$ cat src/rtl/desc_ring_pkg.sv
package desc_ring_pkg;
  localparam int FCS_BYTES = 4;
  localparam int HDR_BYTES = 14;
  localparam int MTU_BYTES = 1500;

  typedef enum logic {SCAN_IDLE, SCAN_RUN} tx_scan_e;
endpackage

$ cat src/rtl/desc_rx_len_chk.sv
module desc_rx_len_chk
  import desc_ring_pkg::*;
#(
  parameter int LEN_W = 11
) (
  input  logic [LEN_W-1:0] field_i,
  output logic [LEN_W-1:0] frame_len_o,
  output logic             bad_o
);
  always_comb begin
    frame_len_o = (field_i >= LEN_W'(FCS_BYTES)) ? field_i - LEN_W'(FCS_BYTES) : '0;
    bad_o = (frame_len_o <= LEN_W'(HDR_BYTES)) ||
            (frame_len_o > LEN_W'(HDR_BYTES + MTU_BYTES));
  end
endmodule

$ cat src/rtl/desc_tx_ring.sv
module desc_tx_ring
  import desc_ring_pkg::*;
#(
  parameter int DEPTH   = 16,
  parameter int TX_BUFS = 12,
  parameter int LEN_W   = 11,
  parameter int WORD_W  = 32,
  localparam int IDX_W  = $clog2(DEPTH),
  localparam int CNT_W  = $clog2(DEPTH + 1)
) (
  input  logic              clk_i,
  input  logic              rst_ni,
  input  logic              post_i,
  input  logic [LEN_W-1:0]  post_len_i,
  input  logic              wake_i,
  input  logic              dev_ready_i,
  output logic              dev_valid_o,
  output logic [WORD_W-1:0] dev_desc_o,
  output logic [IDX_W-1:0]  head_o,
  output logic [IDX_W-1:0]  tail_o,
  output logic [CNT_W-1:0]  count_o,
  output logic              busy_o,
  output logic              irq_o
);
  localparam int OWN_B = WORD_W - 1;
  localparam int SOP_B = WORD_W - 2;
  localparam int EOP_B = WORD_W - 3;

  logic [DEPTH-1:0][WORD_W-1:0] ring_q;
  logic [IDX_W-1:0] head_q, tail_q, dptr_q;
  logic [CNT_W-1:0] count_q;
  logic             busy_q, irq_q;
  tx_scan_e         scan_q;

  logic              post_ok, reclaim, fire, dev_own, tail_own;
  logic [WORD_W-1:0] post_word;

  function automatic logic [IDX_W-1:0] step_idx(input logic [IDX_W-1:0] i);
    return (i == IDX_W'(DEPTH - 1)) ? '0 : i + 1'b1;
  endfunction

  always_comb begin
    post_word            = '0;
    post_word[OWN_B]     = 1'b1;
    post_word[SOP_B]     = 1'b1;
    post_word[EOP_B]     = 1'b1;
    post_word[LEN_W-1:0] = post_len_i;
  end

  assign post_ok     = post_i & ~busy_q;
  assign dev_own     = ring_q[dptr_q][OWN_B];
  assign tail_own    = ring_q[tail_q][OWN_B];
  assign reclaim     = (count_q != '0) & ~tail_own;
  assign dev_valid_o = (scan_q == SCAN_RUN) & dev_own;
  assign fire        = dev_valid_o & dev_ready_i;

  always_ff @(posedge clk_i or negedge rst_ni) begin
    if (!rst_ni) begin
      ring_q <= '0;
    end else begin
      for (int i = 0; i < DEPTH; i++) begin
        if (post_ok && head_q == IDX_W'(i)) ring_q[i] <= post_word;
        else if (fire && dptr_q == IDX_W'(i)) ring_q[i][OWN_B] <= 1'b0;
      end
    end
  end

  always_ff @(posedge clk_i or negedge rst_ni) begin
    if (!rst_ni) begin
      head_q  <= '0;
      tail_q  <= '0;
      dptr_q  <= '0;
      count_q <= '0;
      busy_q  <= 1'b0;
      scan_q  <= SCAN_IDLE;
      irq_q   <= 1'b0;
    end else begin
      if (post_ok) head_q <= step_idx(head_q);
      if (reclaim) tail_q <= step_idx(tail_q);
      if (fire)    dptr_q <= step_idx(dptr_q);
      count_q <= count_q + CNT_W'(post_ok) - CNT_W'(reclaim);
      if (reclaim) busy_q <= 1'b0;
      else if (post_ok && count_q == CNT_W'(TX_BUFS - 1)) busy_q <= 1'b1;
      if (wake_i) scan_q <= SCAN_RUN;
      else if (scan_q == SCAN_RUN && !dev_own) scan_q <= SCAN_IDLE;
      irq_q <= fire;
    end
  end

  assign dev_desc_o = ring_q[dptr_q];
  assign head_o     = head_q;
  assign tail_o     = tail_q;
  assign count_o    = count_q;
  assign busy_o     = busy_q;
  assign irq_o      = irq_q;

  AST_BUSY_AT_LIMIT: assert property (@(posedge clk_i) disable iff (!rst_ni)
    busy_q == (count_q == CNT_W'(TX_BUFS)));
  AST_NO_OVERFLOW: assert property (@(posedge clk_i) disable iff (!rst_ni)
    count_q <= CNT_W'(TX_BUFS));
  AST_HOLD_WHEN_BUSY: assert property (@(posedge clk_i) disable iff (!rst_ni)
    (busy_q && post_i) |=> $stable(head_q));
  AST_HEAD_WRAP: assert property (@(posedge clk_i) disable iff (!rst_ni)
    (post_i && !busy_q && head_q == IDX_W'(DEPTH - 1)) |=> head_q == '0);
  AST_TAIL_IDLE: assert property (@(posedge clk_i) disable iff (!rst_ni)
    (count_q == '0) |=> $stable(tail_q));
  AST_TX_IRQ_PULSE: assert property (@(posedge clk_i) disable iff (!rst_ni)
    fire |=> irq_q);
  AST_TX_IRQ_QUIET: assert property (@(posedge clk_i) disable iff (!rst_ni)
    !fire |=> !irq_q);
endmodule

$ cat src/rtl/desc_rx_ring.sv
module desc_rx_ring #(
  parameter int DEPTH     = 16,
  parameter int RX_BUFS   = 12,
  parameter int LEN_W     = 11,
  parameter int WORD_W    = 32,
  parameter int BUF_BYTES = 1536,
  parameter int ERR_W     = 16,
  localparam int IDX_W    = $clog2(DEPTH)
) (
  input  logic              clk_i,
  input  logic              rst_ni,
  input  logic              dev_wr_i,
  input  logic [LEN_W-1:0]  dev_len_i,
  output logic              dev_ready_o,
  output logic [LEN_W-1:0]  dev_cap_o,
  input  logic              pop_i,
  output logic              valid_o,
  output logic [WORD_W-1:0] desc_o,
  output logic [LEN_W-1:0]  len_o,
  output logic              bad_o,
  output logic [IDX_W-1:0]  tail_o,
  output logic [ERR_W-1:0]  err_cnt_o,
  output logic              irq_o
);
  localparam int OWN_B = WORD_W - 1;
  localparam int SOP_B = WORD_W - 2;
  localparam int EOP_B = WORD_W - 3;

  logic [DEPTH-1:0][WORD_W-1:0] ring_q;
  logic [IDX_W-1:0] tail_q, dptr_q, rearm_idx;
  logic [ERR_W-1:0] err_q;
  logic             irq_q;
  logic             fill, pop_ok, frame_bad;
  logic [WORD_W-1:0] arm_word, fill_word;

  function automatic logic [IDX_W-1:0] step_idx(input logic [IDX_W-1:0] i);
    return (i == IDX_W'(DEPTH - 1)) ? '0 : i + 1'b1;
  endfunction

  always_comb begin
    arm_word             = '0;
    arm_word[OWN_B]      = 1'b1;
    arm_word[LEN_W-1:0]  = LEN_W'(BUF_BYTES);
    fill_word            = '0;
    fill_word[SOP_B]     = 1'b1;
    fill_word[EOP_B]     = 1'b1;
    fill_word[LEN_W-1:0] = dev_len_i;
  end

  assign dev_ready_o = ring_q[dptr_q][OWN_B];
  assign dev_cap_o   = ring_q[dptr_q][LEN_W-1:0];
  assign valid_o     = ~ring_q[tail_q][OWN_B];
  assign desc_o      = ring_q[tail_q];
  assign fill        = dev_wr_i & dev_ready_o;
  assign pop_ok      = pop_i & valid_o;
  assign rearm_idx   = tail_q + IDX_W'(RX_BUFS % DEPTH);

  desc_rx_len_chk #(.LEN_W(LEN_W)) i_len_chk (
    .field_i     (ring_q[tail_q][LEN_W-1:0]),
    .frame_len_o (len_o),
    .bad_o       (frame_bad)
  );

  always_ff @(posedge clk_i or negedge rst_ni) begin
    if (!rst_ni) begin
      for (int i = 0; i < DEPTH; i++) ring_q[i] <= (i < RX_BUFS) ? arm_word : '0;
    end else begin
      for (int i = 0; i < DEPTH; i++) begin
        if (fill && dptr_q == IDX_W'(i)) ring_q[i] <= fill_word;
        if (pop_ok && rearm_idx == IDX_W'(i)) ring_q[i] <= arm_word;
      end
    end
  end

  always_ff @(posedge clk_i or negedge rst_ni) begin
    if (!rst_ni) begin
      tail_q <= '0;
      dptr_q <= '0;
      err_q  <= '0;
      irq_q  <= 1'b0;
    end else begin
      if (fill)   dptr_q <= step_idx(dptr_q);
      if (pop_ok) tail_q <= step_idx(tail_q);
      if (pop_ok && frame_bad) err_q <= err_q + 1'b1;
      irq_q <= fill;
    end
  end

  assign bad_o     = frame_bad;
  assign tail_o    = tail_q;
  assign err_cnt_o = err_q;
  assign irq_o     = irq_q;

  AST_RX_IRQ_PULSE: assert property (@(posedge clk_i) disable iff (!rst_ni)
    fill |=> irq_q);
  AST_RX_IRQ_QUIET: assert property (@(posedge clk_i) disable iff (!rst_ni)
    !fill |=> !irq_q);
  AST_ERR_ONLY_BAD: assert property (@(posedge clk_i) disable iff (!rst_ni)
    !(pop_i && valid_o && bad_o) |=> $stable(err_q));
  AST_STALLED_WRITE: assert property (@(posedge clk_i) disable iff (!rst_ni)
    (dev_wr_i && !dev_ready_o) |=> $stable(dptr_q));
  AST_EMPTY_POP: assert property (@(posedge clk_i) disable iff (!rst_ni)
    (pop_i && !valid_o) |=> $stable(tail_q));
  AST_REARM_OWNED: assert property (@(posedge clk_i) disable iff (!rst_ni)
    (pop_i && valid_o && tail_q == '0) |=> ring_q[IDX_W'(RX_BUFS % DEPTH)][OWN_B]);
endmodule

$ cat src/rtl/desc_ring_ctrl.sv
module desc_ring_ctrl #(
  parameter int DEPTH     = 16,
  parameter int TX_BUFS   = 12,
  parameter int RX_BUFS   = 12,
  parameter int LEN_W     = 11,
  parameter int WORD_W    = 32,
  parameter int BUF_BYTES = 1536,
  parameter int ERR_W     = 16,
  localparam int IDX_W    = $clog2(DEPTH),
  localparam int CNT_W    = $clog2(DEPTH + 1)
) (
  input  logic              clk_i,
  input  logic              rst_ni,
  input  logic              tx_post_i,
  input  logic [LEN_W-1:0]  tx_post_len_i,
  input  logic              tx_wake_i,
  output logic [IDX_W-1:0]  tx_head_o,
  output logic [IDX_W-1:0]  tx_tail_o,
  output logic [CNT_W-1:0]  tx_count_o,
  output logic              tx_busy_o,
  input  logic              dev_tx_ready_i,
  output logic              dev_tx_valid_o,
  output logic [WORD_W-1:0] dev_tx_desc_o,
  output logic              tx_irq_o,
  input  logic              dev_rx_wr_i,
  input  logic [LEN_W-1:0]  dev_rx_len_i,
  output logic              dev_rx_ready_o,
  output logic [LEN_W-1:0]  dev_rx_cap_o,
  input  logic              rx_pop_i,
  output logic              rx_valid_o,
  output logic [WORD_W-1:0] rx_desc_o,
  output logic [LEN_W-1:0]  rx_len_o,
  output logic              rx_bad_o,
  output logic [IDX_W-1:0]  rx_tail_o,
  output logic [ERR_W-1:0]  rx_err_cnt_o,
  output logic              rx_irq_o
);
  desc_tx_ring #(
    .DEPTH(DEPTH), .TX_BUFS(TX_BUFS), .LEN_W(LEN_W), .WORD_W(WORD_W)
  ) i_tx (
    .clk_i       (clk_i),
    .rst_ni      (rst_ni),
    .post_i      (tx_post_i),
    .post_len_i  (tx_post_len_i),
    .wake_i      (tx_wake_i),
    .dev_ready_i (dev_tx_ready_i),
    .dev_valid_o (dev_tx_valid_o),
    .dev_desc_o  (dev_tx_desc_o),
    .head_o      (tx_head_o),
    .tail_o      (tx_tail_o),
    .count_o     (tx_count_o),
    .busy_o      (tx_busy_o),
    .irq_o       (tx_irq_o)
  );

  desc_rx_ring #(
    .DEPTH(DEPTH), .RX_BUFS(RX_BUFS), .LEN_W(LEN_W), .WORD_W(WORD_W),
    .BUF_BYTES(BUF_BYTES), .ERR_W(ERR_W)
  ) i_rx (
    .clk_i       (clk_i),
    .rst_ni      (rst_ni),
    .dev_wr_i    (dev_rx_wr_i),
    .dev_len_i   (dev_rx_len_i),
    .dev_ready_o (dev_rx_ready_o),
    .dev_cap_o   (dev_rx_cap_o),
    .pop_i       (rx_pop_i),
    .valid_o     (rx_valid_o),
    .desc_o      (rx_desc_o),
    .len_o       (rx_len_o),
    .bad_o       (rx_bad_o),
    .tail_o      (rx_tail_o),
    .err_cnt_o   (rx_err_cnt_o),
    .irq_o       (rx_irq_o)
  );
endmodule

$ cat config.mk
export PLATFORM = sky130hd
export DESIGN_NAME = desc_ring_ctrl
export DESIGN_NICKNAME = d
export VERILOG_FILES = /design/src/rtl/desc_ring_pkg.sv /design/src/rtl/desc_rx_len_chk.sv /design/src/rtl/desc_tx_ring.sv /design/src/rtl/desc_rx_ring.sv /design/src/rtl/desc_ring_ctrl.sv
export SDC_FILE = /design/constraint.sdc
export NUM_CORES = 1
export LEC_CHECK = 0
export BUFFER_PORTS_ARGS = -buffer_cell sky130_fd_sc_hd__buf_2
export CORE_ASPECT_RATIO = 0.7
export CORE_MARGIN = 2
export CORE_UTILIZATION = 30
export CTS_CLUSTER_DIAMETER = 120
export DETAILED_ROUTE_END_ITERATION = 8
export PLACE_DENSITY = 0.46
export RECOVER_POWER = 25
export SYNTH_ARGS = -nofsm -noshare
export SYNTH_HDL_FRONTEND = slang
export SYNTH_HIERARCHICAL = 1
export SYNTH_SLANG_ARGS = --single-unit
$ cat constraint.sdc
create_clock -name clk_i -period 7.2 [get_ports clk_i]
set_input_delay 1.08 -clock clk_i [delete_from_list [all_inputs] [get_ports clk_i]]
set_output_delay 1.08 -clock clk_i [all_outputs]
set_load 0.005 [all_outputs]
; ---- After elaboration in Yosys (flattened, before gate mapping)
; Cells that the tools add are included.
[totals]
regBits = 765
input_bits = 29
out_inout_bits = 126
wordCells = 338
[classes]
n_addsub = 10
magnitude_cmp = 7
n_eq_ne = 63
muxes = 82
bitwise_logic = 9
reduce_logical = 108
[op_table]
columns = cell, n
row1 = 32-bit two-way mux, 36
row2 = 32-bit binary-select mux with 4-bit select, 4
row3 = "4-bit == test, second input constant", 34
row4 = 2-bit nonzero test, 34
row5 = 1-bit logical AND, 67
row6 = "4-bit by 3-bit == test with 1-bit output, second input constant", 16
row7 = 1-bit two-way mux, 36
row8 = "4-bit by 2-bit == test with 1-bit output, second input constant", 8
row9 = "4-bit by 1-bit adder with 4-bit output, second input constant", 5
row10 = "4-bit by 5-bit less-than comparator with 1-bit output, second input constant", 4
row11 = 4-bit two-way mux, 5
row12 = "16-bit by 1-bit adder with 16-bit output, second input constant", 1
row13 = "4-bit by 1-bit == test with 1-bit output, second input constant", 4
row14 = 4-bit zero test, 4
row15 = "11-bit by 3-bit greater-or-equal comparator with 1-bit output, second input constant", 1
row16 = "11-bit greater-than comparator, second input constant", 1
row17 = "11-bit by 4-bit less-or-equal comparator with 1-bit output, second input constant", 1
row18 = 11-bit two-way mux, 1
row19 = "11-bit by 3-bit subtractor with 11-bit output, second input constant", 1
row20 = 1-bit bitwise AND, 6
row21 = 5-bit by 1-bit adder with 5-bit output, 1
row22 = "5-bit by 4-bit == test with 1-bit output, second input constant", 1
row23 = 5-bit nonzero test, 1
row24 = 5-bit by 1-bit subtractor with 5-bit output, 1
row25 = other kinds (4), 6

; ---- Longest topological paths before layout
; Gate-level depths: netlist (run 1).
[depth]
word_depth = 7
depth_mapped = 16
mapped_depth_nobuf = 14

; ---- Cells and area by module
; Netlist (run 1), hierarchy kept.
[by_module_without_submodules]
columns = mod, n_inst, cells_each, area_each_um2
row1 = desc_rx_ring, 1, 1044, 13444.1
row2 = desc_tx_ring, 1, 746, 11028.1
row3 = desc_rx_len_chk, 1, 55, 372.9

; ---- Worst setup path after synthesis (run 1)
; No wires, ideal clock.
[synth_path]
path_type = register to output
from = reg i_rx.tail_q[0], in the netlist i_rx/tail_o[0]
to = out rx_bad_o
t_arrival_ns = 3.677
required_time_ns = 6.120
slack_ns = 2.443
stages_incl_launch_ff = 12
path_buffers = 2
cell_sequence = dfrtp_1 > buf_2 > buf_2 > mux4_2 > mux4_2 > inv_1 > ha_1 > or4b_4 > nor2_2 > xnor2_1 > a2111oi_0 > o32a_1
[synth_between]
elab_chain_len = 6
elab_cells_between_ends = 8
cone_classes = add/sub (1) / order compare (3) / mux (3) / reduce/logical (1)
[synth_rtl]
columns = element, line
row1 = start: declaration, desc_rx_ring.sv:30  ; logic [IDX_W-1:0] tail_q, dptr_q, rearm_idx;
row2 = start signal: assignment, desc_rx_ring.sv:83  ; if (pop_ok) tail_q <= step_idx(tail_q);
row3 = 32-bit binary-select mux with 4-bit select *, --
row4 = 32-bit two-way mux *, --
row5 = via rx_desc_o[2], desc_ring_ctrl.sv:31  ; output logic [WORD_W-1:0] rx_desc_o,
row6 = 11-bit by 3-bit subtractor with 11-bit output / 11-bit by 3-bit greater-or-equal comparator with 1-bit output (equally long branches), desc_rx_len_chk.sv:11  ; frame_len_o = (field_i >= LEN_W'(FCS_BYTES)) ? field_i - LEN_W'(FCS_BYTES) : '0;
row7 = 11-bit two-way mux *, desc_rx_len_chk.sv:11
row8 = 11-bit by 4-bit less-or-equal comparator with 1-bit output / 11-bit greater-than comparator (equally long branches), "desc_rx_len_chk.sv:12, desc_rx_len_chk.sv:13"
row9 = 1-bit logical OR *, desc_rx_len_chk.sv:12  ; bad_o = (frame_len_o <= LEN_W'(HDR_BYTES)) ||
row10 = end: declaration, desc_ring_ctrl.sv:33  ; output logic rx_bad_o,
; Mark *: on every way through the listed nets, which the timed path passes. The rest lies on a longest branch. The select of a mux whose other input is x is not followed.

; ---- Worst setup path after layout (run 1)
[layout_path]
from = reg i_rx.tail_q[0], in the netlist i_rx/tail_o[0]
to = out rx_bad_o
[layout_between]
elab_chain_len = 6
elab_cells_between_ends = 8
cone_classes = add/sub (1) / order compare (3) / mux (3) / reduce/logical (1)
[layout_rtl]
columns = element, line
row1 = 32-bit binary-select mux with 4-bit select *, desc_rx_ring.sv:59  ; .field_i (ring_q[tail_q][LEN_W-1:0]),
row2 = 32-bit two-way mux *, --
row3 = 11-bit by 3-bit subtractor with 11-bit output / 11-bit by 3-bit greater-or-equal comparator with 1-bit output (equally long branches), desc_rx_len_chk.sv:11
row4 = 11-bit two-way mux *, desc_rx_len_chk.sv:11
row5 = 11-bit by 4-bit less-or-equal comparator with 1-bit output / 11-bit greater-than comparator (equally long branches), "desc_rx_len_chk.sv:12, desc_rx_len_chk.sv:13"
row6 = 1-bit logical OR *, desc_rx_len_chk.sv:12
; Every way passes the cells marked *; elsewhere a longest branch is shown, timed or not. The select of a mux whose other input is x is not followed.

==> impl_metrics.yaml, run 1 <==
clock_network:
  clkSinkCount: 461
  htreeDepth: 2
  path_clk_slew_ns: 0.06
  cts_buffers: 50
  cts_root_buf: "clkbuf_16"
  hold_buffers: 0
  cts_tree: "yes"
  postCtsSetupBuffers: 0
  clock_latency_ns: 0.62
  cts_buffer_depth: 3
  cts-resized-gates: 0
detailed_routing:
  wl_um: 75540
  drc: 0
  vias: 15680
  drtIter0Drc: 1126
  postRouteAntennaNets: 0
  vias_per_cell: 5.182
  drt_pass1_iterations: 5
  detail_route.wl_per_cell_um: 24.97
worst_setup_path:
  critical_path_class: "flop to primary output"
  rrSetupSlack_ns: 1.79
  worst-path-max-fanout: 49
  reg2regPathDepth: 12
  end_kind: "primary output"
  required_ns: 6.12
  cp_data_arrival_time_ns: 5.03
  cp-start-kind: "flop"
global_routing:
  grt_pass1_vias: 15990
  grt_max_degree: 167
  grt_pass1_wl_um: 112300
  gr-usage-all-layers_pct: 17.78
  grt_antenna_before_repair: 1
  grt_overflow: 0
pwr:
  leakage_nw: 13.29
  irDropWorstVdd_uv: 232.4
  p_per_area_nw_per_um2: 498.8
timing:
  finClkSkew_ns: 0.04725
  worstMarginPinSlew_ns: 3.394
  max_freq_ghz: 0.1636
  slew_violations: 118
  hold_viol: 0
  rsz0062_at_grt: "no"
  slew_headroom_pct: -126.3
  fin_crit_ns: 6.113
  tns_ns: 0
  finalSetupViolations: 0
  period_share_pct: 84.90
job:
  drv_cap: 1
outcome:
  status: "finished with violations"
  violations: "max-capacitance violations, max-slew violations"
cells_and_area:
  final_nets: 1961
  final_common_cell: "dfrtp_1"
  drive_gt1_share_pct: 35.13
  postLayoutCellArea_um2: 27640
  final_cell_mix: "dfrtp_1, nor2_1, mux2i_1"
  fillers: 8077
  finish.utilization_pct: 33.60
  area_growth_pct: 11.23
floorplan:
  die_h_um: 244.8
  die_x_um: 348.0
  io_pins: 155
  start_util_pct: 30.21
  coreArea_um2: 82250
  row_count: 88
  die_area_um2: 85170
synthesis:
  ys_warn_count: 6
  avgSynthCellArea_um2: 13.47
  synthArstFlopShare_pct: 100.0
  ys_types: 84
  syn_inst: 1845
  synth_edf_count: 0
  syn_area_um2: 24850
  seq_area_frac_synth_pct: 46.61
  synth_flop_cell: "dfrtp_1"
  ys_seq_elements: 461
placed_design:
  place_area_um2: 26030
  hpwl_um: 48450
  place.gp.congestion: 0.8224
  portBuffers: 118
worst_hold_path:
  min_path_type: "flop to flop"
  whs_path_depth: 1
[where the power goes]
group	leakage (nW)	switching [mW]	internal, mW	total [mW]
registers	5.70	1.08	3.80	4.88
logic	6.79	3.08	3.23	6.31
clock network	0.802	1.10	1.49	2.59
total	13.3	5.26	8.52	13.8
[synth_stat cells, types with 3 or more instances]
| library cell | number | area share [%] |
|---|---|---|
| a211oi_2 | 5 | 0.25 |
| a21o_1 | 27 | 0.82 |
| a21oi_1 | 31 | 0.62 |
| a31oi_1 | 7 | 0.18 |
| and2_1 | 4 | 0.10 |
| and3_1 | 4 | 0.10 |
| and4_1 | 3 | 0.11 |
| buf_1 | 3 | 0.045 |
| buf_12 | 5 | 0.40 |
| buf_2 | 59 | 1.2 |
| buf_4 | 52 | 1.6 |
| buf_6 | 14 | 0.63 |
| buf_8 | 8 | 0.48 |
| clkbuf_1 | 41 | 0.62 |
| dfrtp_1 | 425 | 43 |
| dfstp_2 | 36 | 3.8 |
| ha_1 | 27 | 1.4 |
| inv_1 | 45 | 0.68 |
| mux2_1 | 6 | 0.27 |
| mux2_2 | 183 | 8.3 |
| mux2_4 | 6 | 0.36 |
| mux2i_1 | 194 | 7.8 |
| mux4_1 | 20 | 2.1 |
| mux4_2 | 162 | 15 |
| nand2_1 | 57 | 0.86 |
| nand2_2 | 4 | 0.10 |
| nand2_4 | 6 | 0.27 |
| nand2_8 | 4 | 0.32 |
| nand2b_1 | 9 | 0.23 |
| nand3_1 | 20 | 0.40 |
| nand4_1 | 8 | 0.20 |
| nor2_1 | 208 | 3.1 |
| nor2b_1 | 9 | 0.23 |
| nor3_1 | 4 | 0.081 |
| nor3b_1 | 4 | 0.12 |
| o21ai_0 | 41 | 0.83 |
| o31ai_1 | 3 | 0.091 |
| or2_2 | 14 | 0.35 |
| xnor2_1 | 10 | 0.35 |
| xor2_1 | 19 | 0.67 |
[sequential cells by signal, summed over array words and instances, names as in the netlist]
signal and cells:
i_rx/err_cnt_o 16, i_tx/dptr_q 4, i_tx/busy_o 1, i_tx/count_o 5, i_tx/ring_q 208, i_rx/dptr_q 4, i_rx/tail_o 4, i_rx/ring_q 208
i_tx/scan_q 1, i_tx/irq_o 1, i_tx/head_o 4, i_tx/tail_o 4, i_rx/irq_o 1
[cell type report]
class / count / area (um2) / area share [%]
Antenna cell: 1 / 2.502 / 0.009055
Sequential cell: 461 / 11600 / 41.96
Inverter: 45 / 168.9 / 0.6112
Clock buffer: 80 / 1495 / 5.410
Tap cell: 1080 / 1351 / 4.890
Timing Repair Buffer: 157 / 895.9 / 3.242
Multi-Input combinational cell: 1189 / 11990 / 43.40
Clock inverter: 12 / 132.6 / 0.4799
[layer usage]
| layer | global-route usage [%] | wire [um] | part of all wire, % |
|---|---|---|---|
| met5 | 0 | 0 | 0 |
| met1 | 27.15 | 37240 | 49 |
| met3 | 4.926 | 5545 | 7.3 |
| met2 | 25.01 | 31770 | 42 |
| met4 | 3.259 | 986 | 1.3 |
[through the flow]
| stage | hold slack [ns] | instances | setup slack [ns] | total power, mW |
|---|---|---|---|---|
| 2_1_floorplan | 0.4287 | 1879 | 2.443 | 9.162 |
| 3_3_place_gp | 0.4438 | 2932 | 1.749 | 11.13 |
| 3_5_place_dp | 0.4488 | 2932 | 1.724 | 11.25 |
| 4_1_cts | 0.4634 | 3024 | 1.062 | 13.91 |
| 5_1_grt | 0.4806 | 3024 | 0.7798 | 14.68 |
| 6_report | 0.4594 | 3025 | 1.087 | 13.78 |
[worst max-delay path: stages, from the launching register on]
cell	delay, ns
dfrtp_4	1.02
mux4_2	0.59
mux4_2	0.61
or4_4	0.62
a211oi_1	0.34
nor3b_2	0.63
a2111oi_0	0.13
o32a_1	0.28
buf_2	0.15
[worst paths after layout]
kind                             startpoint                 end
min in group asynchronous            rst_ni    i_rx/ring_q[328]
max                          i_rx/tail_o[0]            rx_bad_o
min                        i_tx/ring_q[125]    i_tx/ring_q[125]
min reg2reg                i_tx/ring_q[125]    i_tx/ring_q[125]
max in group asynchronous            rst_ni      i_rx/dptr_q[0]
max reg2reg                  i_rx/tail_o[0]  i_rx/err_cnt_o[14]
[logic make-up (layout without fill, tap and decap cells)]
| logic type | Yosys count | after routing | share of synthesized area, % |
|---|---|---|---|
| adders and majority gates | 28 | 28 | 1.440 |
| muxes | 572 | 572 | 33.65 |
| xor gates and xnor gates | 29 | 29 | 1.022 |
| and+or+nand+nor | 377 | 377 | 7.358 |
| DFF | 461 | 461 | 46.61 |
| AOI/OAI and AO/OA | 147 | 147 | 4.165 |
| buffers and inverters | 229 | 294 | 5.726 |
| other | 2 | 37 | 0.03023 |
No activity file was read; power rests on OpenSTA's default activity.
==> run 2, diff against run 1 <==
- clock period: 7.2 -> 5.85 ns (I/O delays scaled with it)
==> run 2 against run 1 <==
Effect of this change: the flow still finishes with violations (max-capacitance violations, max-slew violations); via count up 0.63%; routed wire length fell by 0.40%; clock skew rose by 0.0067 ns; sequential share of layout area shrank 0.40 points; combinational power increased by 25%; non-clock buffer count rose by 12; sequential cell count unchanged; critical path type unchanged; critical endpoint unchanged; highest routed layer unchanged.
==> impl_metrics.yaml, run 2 (same netlist as run 1, synthesis figures left out) <==
timing:
  finClkSkew_ns: 0.05398
  period_share_pct: 94.19
  hold_viol: 0
  rsz0062_at_grt: "no"
  slew_headroom_pct: -85.80
  worstMarginPinSlew_ns: 2.787
  slew_violations: 92
  tns_ns: 0
  finalSetupViolations: 0
  max_freq_ghz: 0.1815
  fin_crit_ns: 5.510
worst_setup_path:
  cpLargestDelayFamily: "multiplexers"
  cp-start-kind: "flop"
  required_ns: 4.97
  critical_path_class: "flop to primary output"
  rrSetupSlack_ns: 0.89
  cp_data_arrival_time_ns: 4.63
  crit_chain: "buf_12 > mux4_2 > mux4_2 > or4_4 > a211oi_1 > nor3b_4 > a2111oi_0 > o32a_1 > buf_2"
  worst-path-max-fanout: 44
  crit_top_cell: "mux4_2"
  end_kind: "primary output"
  worst_r2r_startpoint: "i_rx/tail_o[0]"
  r2r-end: "i_rx/err_cnt_o[6]"
  max_stage_delay_ns: 0.65
  reg2regPathDepth: 11
  slowest_stage: "mux4_2"
  critPathBufInv: 2
floorplan:
  start_util_pct: 30.21
  row_count: 88
  io_pins: 155
  die_area_um2: 85170
  coreArea_um2: 82250
  die_x_um: 348.0
  die_h_um: 244.8
pwr:
  power_mw: 17.24
  irDropWorstVdd_uv: 287.4
  p_per_area_nw_per_um2: 618.0
  leakage_nw: 13.45
cells_and_area:
  post_layout_nonfiller_instances: 3044
  final_cell_mix: "dfrtp_1, nor2_1, mux2i_1"
  multi_input_area_um2: 12000
  area_growth_pct: 12.31
  final_nets: 1975
  drive_gt1_share_pct: 36.09
  seq_area_um2: 11600
  final_common_cell: "dfrtp_1"
  fillers: 8024
clock_network:
  cts_tree: "yes"
  cts_buffer_depth: 3
  clkSinkCount: 461
  clock_latency_ns: 0.64
  cts_buffers: 52
  htreeDepth: 2
  path_clk_slew_ns: 0.07
  cts_root_buf: "clkbuf_16"
worst_hold_path:
  worstHoldStart: "tx_wake_i"
  whs_endpoint: "i_tx/scan_q"
  whs_path_depth: 2
  min_path_type: "input port to flop"
global_routing:
  gr-usage-all-layers_pct: 17.69
  grt_pass1_wl_um: 112300
  grt_pass1_vias: 16070
  grt_antenna_before_repair: 3
  grt_max_degree: 159
  grt_overflow: 0
detailed_routing:
  vias_per_cell: 5.182
  drtIter0Drc: 1261
  postRouteAntennaNets: 0
  detail_route.wl_per_cell_um: 24.72
  drt_pass1_iterations: 5
  vias: 15770
  wl_um: 75240
  drc: 0
outcome:
  status: "finished with violations"
  violations: "max-capacitance violations, max-slew violations"
placed_design:
  place.gp.congestion: 0.8196
  portBuffers: 118
  hpwl_um: 49250
  placed_cells: 2942
job:
  drv_cap: 1
[run 2: metrics by stage]
stage	util [%]	hold slack, ns	setup slack, ns	area (um2)
floorplan	-	0.4287	1.224	24970
global placement	31.76	0.4451	0.8985	26120
detailed placement	31.76	0.4474	0.8030	26120
CTS	33.91	0.3342	0.1793	27890
global route	33.92	0.3806	0.1087	27900
finish	33.93	0.4184	0.3399	27900
[run 2: layout make-up]
| cell class | count | area share, % |
|---|---|---|
| inverters | 45 | 0.6054 |
| well taps | 1080 | 4.843 |
| clock buffers | 76 | 5.417 |
| diodes | 2 | 0.01794 |
| multi-input cells | 1189 | 42.99 |
| clock inverters | 22 | 0.9013 |
| repair buffers | 169 | 3.668 |
| flip-flops and latches | 461 | 41.56 |
[run 2: timing repair]
| action | CTS | global route |
|---|---|---|
| endpoints found under the setup margin | 0 | 1 |
| gates resized for setup | 0 | 1 |
| hold buffers | 0 | 0 |
| setup buffers | 0 | 2 |
[run 2: how the worst max path moves through the flow]
| stage | start | to | slack [ns] | cells past startpoint |
|---|---|---|---|---|
| after floorplan | i_rx/tail_o[0] | i_rx/err_cnt_o[12] | 1.22 | 15 |
| after global placement | i_rx/tail_o[0] | rx_bad_o | 0.90 | 9 |
| after detailed placement | i_rx/tail_o[0] | i_rx/err_cnt_o[14] | 0.80 | 11 |
| after CTS | i_rx/tail_o[0] | rx_bad_o | 0.18 | 9 |
| after global routing | i_rx/tail_o[0] | rx_bad_o | 0.11 | 9 |
| final | i_rx/tail_o[0] | rx_bad_o | 0.34 | 9 |
[run 2: report_power, final]
group | total, mW | internal, mW | switching [mW]
sequential | 6.02 | 4.68 | 1.34
combinational | 7.86 | 4.04 | 3.82
clock | 3.37 | 1.94 | 1.43
total | 17.2 | 10.7 | 6.59
[run 2: layer usage]
| metal | track usage [%] | up-vias | share of wire [%] | routed length, um |
|---|---|---|---|---|
| met5 | 0 | - | 0 | 0 |
| met4 | 4.202 | 0 | 2.0 | 1469 |
| met3 | 3.531 | 104 | 6.0 | 4507 |
| met2 | 25.06 | 444 | 42 | 31830 |
| met1 | 27.40 | 8436 | 50 | 37430 |
| li1 | - | 6790 | - | - |
